--- config.mk ---
export PLATFORM = sky130hd
export DESIGN_NAME = mem_glue_decoder
export DESIGN_NICKNAME = d
export VERILOG_FILES = /design/src/rtl/glue_pkg.sv /design/src/rtl/glue_region_dec.sv /design/src/rtl/glue_strobe_gen.sv /design/src/rtl/glue_io_subdec.sv /design/src/rtl/mem_glue_decoder.sv
export SDC_FILE = /design/constraint.sdc
export NUM_CORES = 1
export LEC_CHECK = 0
export BUFFER_PORTS_ARGS = -buffer_cell sky130_fd_sc_hd__buf_4
export CORE_AREA = 2 2 39 41
export DETAILED_ROUTE_END_ITERATION = 10
export DIE_AREA = 0 0 41 43
export SYNTH_ARGS = -nofsm -noshare
export SYNTH_HDL_FRONTEND = slang
export SYNTH_SLANG_ARGS = --single-unit
--- constraint.sdc ---
create_clock -name vclk -period 2.69
set_input_delay 0.538 -clock vclk [all_inputs]
set_output_delay 0.538 -clock vclk [all_outputs]
set_load 0.03 [all_outputs]
--- src/rtl/glue_pkg.sv ---
package glue_pkg;

  // Memory regions a decoded address can fall in.
  typedef enum logic [1:0] {
    REGION_RAM = 2'd0,
    REGION_ROM = 2'd1,
    REGION_IO  = 2'd2
  } region_e;

  // Default map constants.
  localparam int unsigned ADDR_HI_W_DEF     = 11;
  localparam int unsigned PAGE_W_DEF        = 8;
  localparam int unsigned RAM_LAST_PAGE_DEF = 'hBF;
  localparam int unsigned IO_PAGE_DEF       = 'hFE;

endpackage

--- src/rtl/glue_region_dec.sv ---
module glue_region_dec
  import glue_pkg::*;
#(
  parameter int unsigned PAGE_W        = PAGE_W_DEF,
  parameter int unsigned RAM_LAST_PAGE = RAM_LAST_PAGE_DEF,
  parameter int unsigned IO_PAGE       = IO_PAGE_DEF
) (
  input  logic [PAGE_W-1:0] page,
  output region_e           region,
  output logic              in_ram,
  output logic              in_rom,
  output logic              in_io
);

  localparam logic [PAGE_W-1:0] RAM_LAST = PAGE_W'(RAM_LAST_PAGE);
  localparam logic [PAGE_W-1:0] IO_PG    = PAGE_W'(IO_PAGE);

  always_comb begin
    if (page == IO_PG) begin
      region = REGION_IO;
    end else if (page <= RAM_LAST) begin
      region = REGION_RAM;
    end else begin
      region = REGION_ROM;
    end
  end

  assign in_ram = (region == REGION_RAM);
  assign in_rom = (region == REGION_ROM);
  assign in_io  = (region == REGION_IO);

endmodule

--- src/rtl/glue_strobe_gen.sv ---
module glue_strobe_gen (
  input  logic phi2,
  input  logic rw,
  output logic rd_phase,
  output logic wr_phase
);

  // Direction-qualified strobes, open only while phase-2 is high.
  assign rd_phase = phi2 &  rw;
  assign wr_phase = phi2 & ~rw;

endmodule

--- src/rtl/glue_io_subdec.sv ---
module glue_io_subdec #(
  parameter int unsigned SUB_W = 3,
  localparam int unsigned BLOCKS = 1 << SUB_W
) (
  input  logic              page_hit,
  input  logic [SUB_W-1:0]  sub,
  output logic [BLOCKS-1:0] sel_n
);

  for (genvar g = 0; g < BLOCKS; g++) begin : g_blk
    localparam logic [SUB_W-1:0] CODE = SUB_W'(g);
    assign sel_n[g] = ~(page_hit && (sub == CODE));
  end

endmodule

--- src/rtl/mem_glue_decoder.sv ---
module mem_glue_decoder
  import glue_pkg::*;
#(
  parameter int unsigned ADDR_HI_W     = ADDR_HI_W_DEF,
  parameter int unsigned PAGE_W        = PAGE_W_DEF,
  parameter int unsigned RAM_LAST_PAGE = RAM_LAST_PAGE_DEF,
  parameter int unsigned IO_PAGE       = IO_PAGE_DEF,
  localparam int unsigned SUB_W        = ADDR_HI_W - PAGE_W,
  localparam int unsigned IO_BLOCKS    = 1 << SUB_W
) (
  input  logic [ADDR_HI_W-1:0] addr_hi,
  input  logic                 rw,
  input  logic                 phi2,
  output logic                 ram_cs_n,
  output logic                 rom_cs_n,
  output logic                 we_n,
  output logic                 ram_oe_n,
  output logic                 rom_oe_n,
  output logic [IO_BLOCKS-1:0] io_sel_n
);

  logic [PAGE_W-1:0] page;
  logic [SUB_W-1:0]  sub;
  region_e           region;
  logic              in_ram, in_rom, in_io;
  logic              rd_phase, wr_phase;

  assign page = addr_hi[ADDR_HI_W-1:SUB_W];
  assign sub  = addr_hi[SUB_W-1:0];

  glue_region_dec #(
    .PAGE_W       (PAGE_W),
    .RAM_LAST_PAGE(RAM_LAST_PAGE),
    .IO_PAGE      (IO_PAGE)
  ) u_region (
    .page  (page),
    .region(region),
    .in_ram(in_ram),
    .in_rom(in_rom),
    .in_io (in_io)
  );

  glue_strobe_gen u_strobe (
    .phi2    (phi2),
    .rw      (rw),
    .rd_phase(rd_phase),
    .wr_phase(wr_phase)
  );

  glue_io_subdec #(.SUB_W(SUB_W)) u_io (
    .page_hit(in_io),
    .sub     (sub),
    .sel_n   (io_sel_n)
  );

  // Address-only chip selects.
  assign ram_cs_n = ~in_ram;
  assign rom_cs_n = ~in_rom;

  // Clock-phase strobes; each enable is one AND level from the inputs.
  assign we_n     = ~wr_phase;
  assign ram_oe_n = ~(rd_phase & in_ram);
  assign rom_oe_n = ~(rd_phase & in_rom);

  logic unused_region;
  assign unused_region = ^region;

endmodule

==> summary.txt <==
Logic synthesis
  • Mapped cell area: 161.4 um2
  • Most frequent cells after synthesis: nand3_1, nand4_1, nand4b_1, nand2_1, nor2b_1
  • Synth cell types: 16
  • Post-Synth XOR/XNOR Area: 0%
  • Largest cells by area after synthesis: nand4b_1, nand4_1, nand3_1, nor2b_1, buf_6
  • Syn Area/Cell: 6.725 um2
  • Largest family of logic cells by synthesized area: simple AND/OR/NAND/NOR gates
  • Synth top area share: 16.28%
  • Register area share after synthesis: 0%
  • Synth area leader: nand4b_1
  • Simple-gate share of the synthesized area: 76.74%
  • Syn_nets: 37
  • Mapped Cells: 24
  • Number of warnings issued by yosys: 0
  • Post-synthesis mux area share: 0%
  • Synth Area in Adders: 0%
  • Compound-Gate Fraction of Synth Area: 10.85%

Placed design
  • Detailed Place HPWL: 514.6 um
  • IO Port Bufs: 26
  • Placed Area: 360.3 um2
  • Dpl ws: 703.6 ps
  • Gpl congestion: 0.6249

Final layout
  • Final Cell Area: 360.3 um2
  • Num sequential: 0
  • Share of cells above drive strength 1: 56.25%
  • Area grow syn2layout: 123.3%
  • Nets: 63
  • Reg area: 0 um2
  • Final Util: 26.04%
  • Antenna diode count: 0
  • CLK BUF: 0

Worst setup path
  • Worst EP arrival: 1450 ps
  • CP max-delay cell: a211o_1
  • Worst path bufs/invs: 2
  • Delay-heaviest family, CP: compound AO/OA/AOI/OAI gates
  • Crit path top cell by count: buf_4
  • Worst Path Class, Setup: input port to output pin
  • Max stage delay on crit path: 330 ps
  • Crit end category: output pin
  • Startpoint Class: input port
  • Crit path cell chain: buf_4, and4b_1, a211o_1, buf_4
  • Max FO, Critical Path: 10
  • Worst path required time: 2150 ps

Floorplan
  • FP Rows: 14
  • CORE AREA: 1384 um2
  • Die Wd: 41 um
  • Initial core utilization: 11.66%
  • Num ports: 26
  • Die Span Y: 43 um
  • Die area: 1763 um2

Global routing
  • Vias in the first global route: 204
  • Initial antenna violation count: 0
  • GRT Overall Usage: 6.194%
  • Largest net degree at the start of global routing: 11
  • Gr ovfl total: 0
  • First-pass GRT wire length: 828 um

Power and ir drop
  • Leak: 0.1711 nW
  • PwrDens: 111.6 nW/um2
  • Worst vdd ir: 0.02873 mV

Worst hold path
  • Min-delay worst type: input port to output pin
  • Hold_sp: phi2
  • Hold Crit Endpoint: we_n
  • Hold path depth: 3

Drt
  • Final WL: 596 um
  • Drt first pass iters: 4
  • Via count: 277
  • Wire per inst: 9.313 um
  • Final ANT Viol Nets: 0
  • DR iter-0 viols: 2
  • DRC: 0
  • Number of vias per cell: 4.328

Timing
  • Post-route setup slack: 705.4 ps
  • Max_slew headroom: 78.65%
  • Pins over their slew limit: 0
  • Fin Setup TNS: 0 ps
  • Final hold violation count: 0
  • RSZ-0062 raised after global routing: no
  • Least-Margin Pin Slew: 319.9 ps
  • Min Clock Period, post-route: 1985 ps
  • Fin crit share: 73.78%
  • # setup viols final: 0
  • F_max: 503.9 MHz

Job
  • MaxCap Viol Count: 0

Clocking
  • Setup bufs post-CTS: 0
  • CTS Hold Bufs: 0
  • PostCTS Resize Cnt: 0

Run status
  • Status: finished clean
layer usage:
metal / vias up / track usage [%] / share of wire, %
li1: 142 / - / -
met1: 124 / 6.962 / 33
met2: 11 / 12.50 / 57
met3: 0 / 0 / 10
met4: 0 / 0 / 0
met5: - / 0 / 0
placed cells by master, fill, tap and decap left out, types with 2 or more instances in the layout:
master / n
buf_4: 26
nand3_1: 3
nand4_1: 3
nand4b_1: 3
nand2_1: 2
nor2b_1: 2
logic make-up after synthesis:
group / Yosys count
compound gates: 2
buf+inv: 3
simple gates: 19
stage by stage:
stage | hold WS [ps] | instances | total power [mW]
2_1_floorplan | 1253 | 24 | 0.01798
3_5_place_dp | 1371 | 64 | 0.04062
3_3_place_gp | 1372 | 64 | 0.04000
5_1_grt | 1385 | 64 | 0.04350
6_report | 1371 | 64 | 0.04021
4_1_cts | 1371 | 64 | 0.04067
worst max path at each step:
stage                 from     endpoint  slack [ps]  depth (start not counted)
6_report       addr_hi[10]     rom_oe_n         710                          4
5_1_grt         addr_hi[3]  io_sel_n[0]         640                          4
4_1_cts        addr_hi[10]     rom_oe_n         700                          4
3_5_place_dp   addr_hi[10]     rom_oe_n         700                          4
3_3_place_gp   addr_hi[10]     rom_oe_n         720                          4
2_1_floorplan  addr_hi[10]     rom_oe_n         890                          3
final cells by class:
cell class | count | area [um2]
Timing Repair Buffer | 26 | 195.2
Fill cell | 155 | 1023
Tap cell | 16 | 20.02
Multi-Input combinational cell | 21 | 141.4
Inverter | 1 | 3.754
report_power, final:
part / leakage, nW / total, mW / switching [mW] / internal, mW
Sequential: 0 / 0 / 0 / 0
Clock: 0 / 0 / 0 / 0
Combinational: 0.171 / 0.0402 / 0.0190 / 0.0212
Total: 0.171 / 0.0402 / 0.0190 / 0.0212
Power figures use the tool's default switching activity.
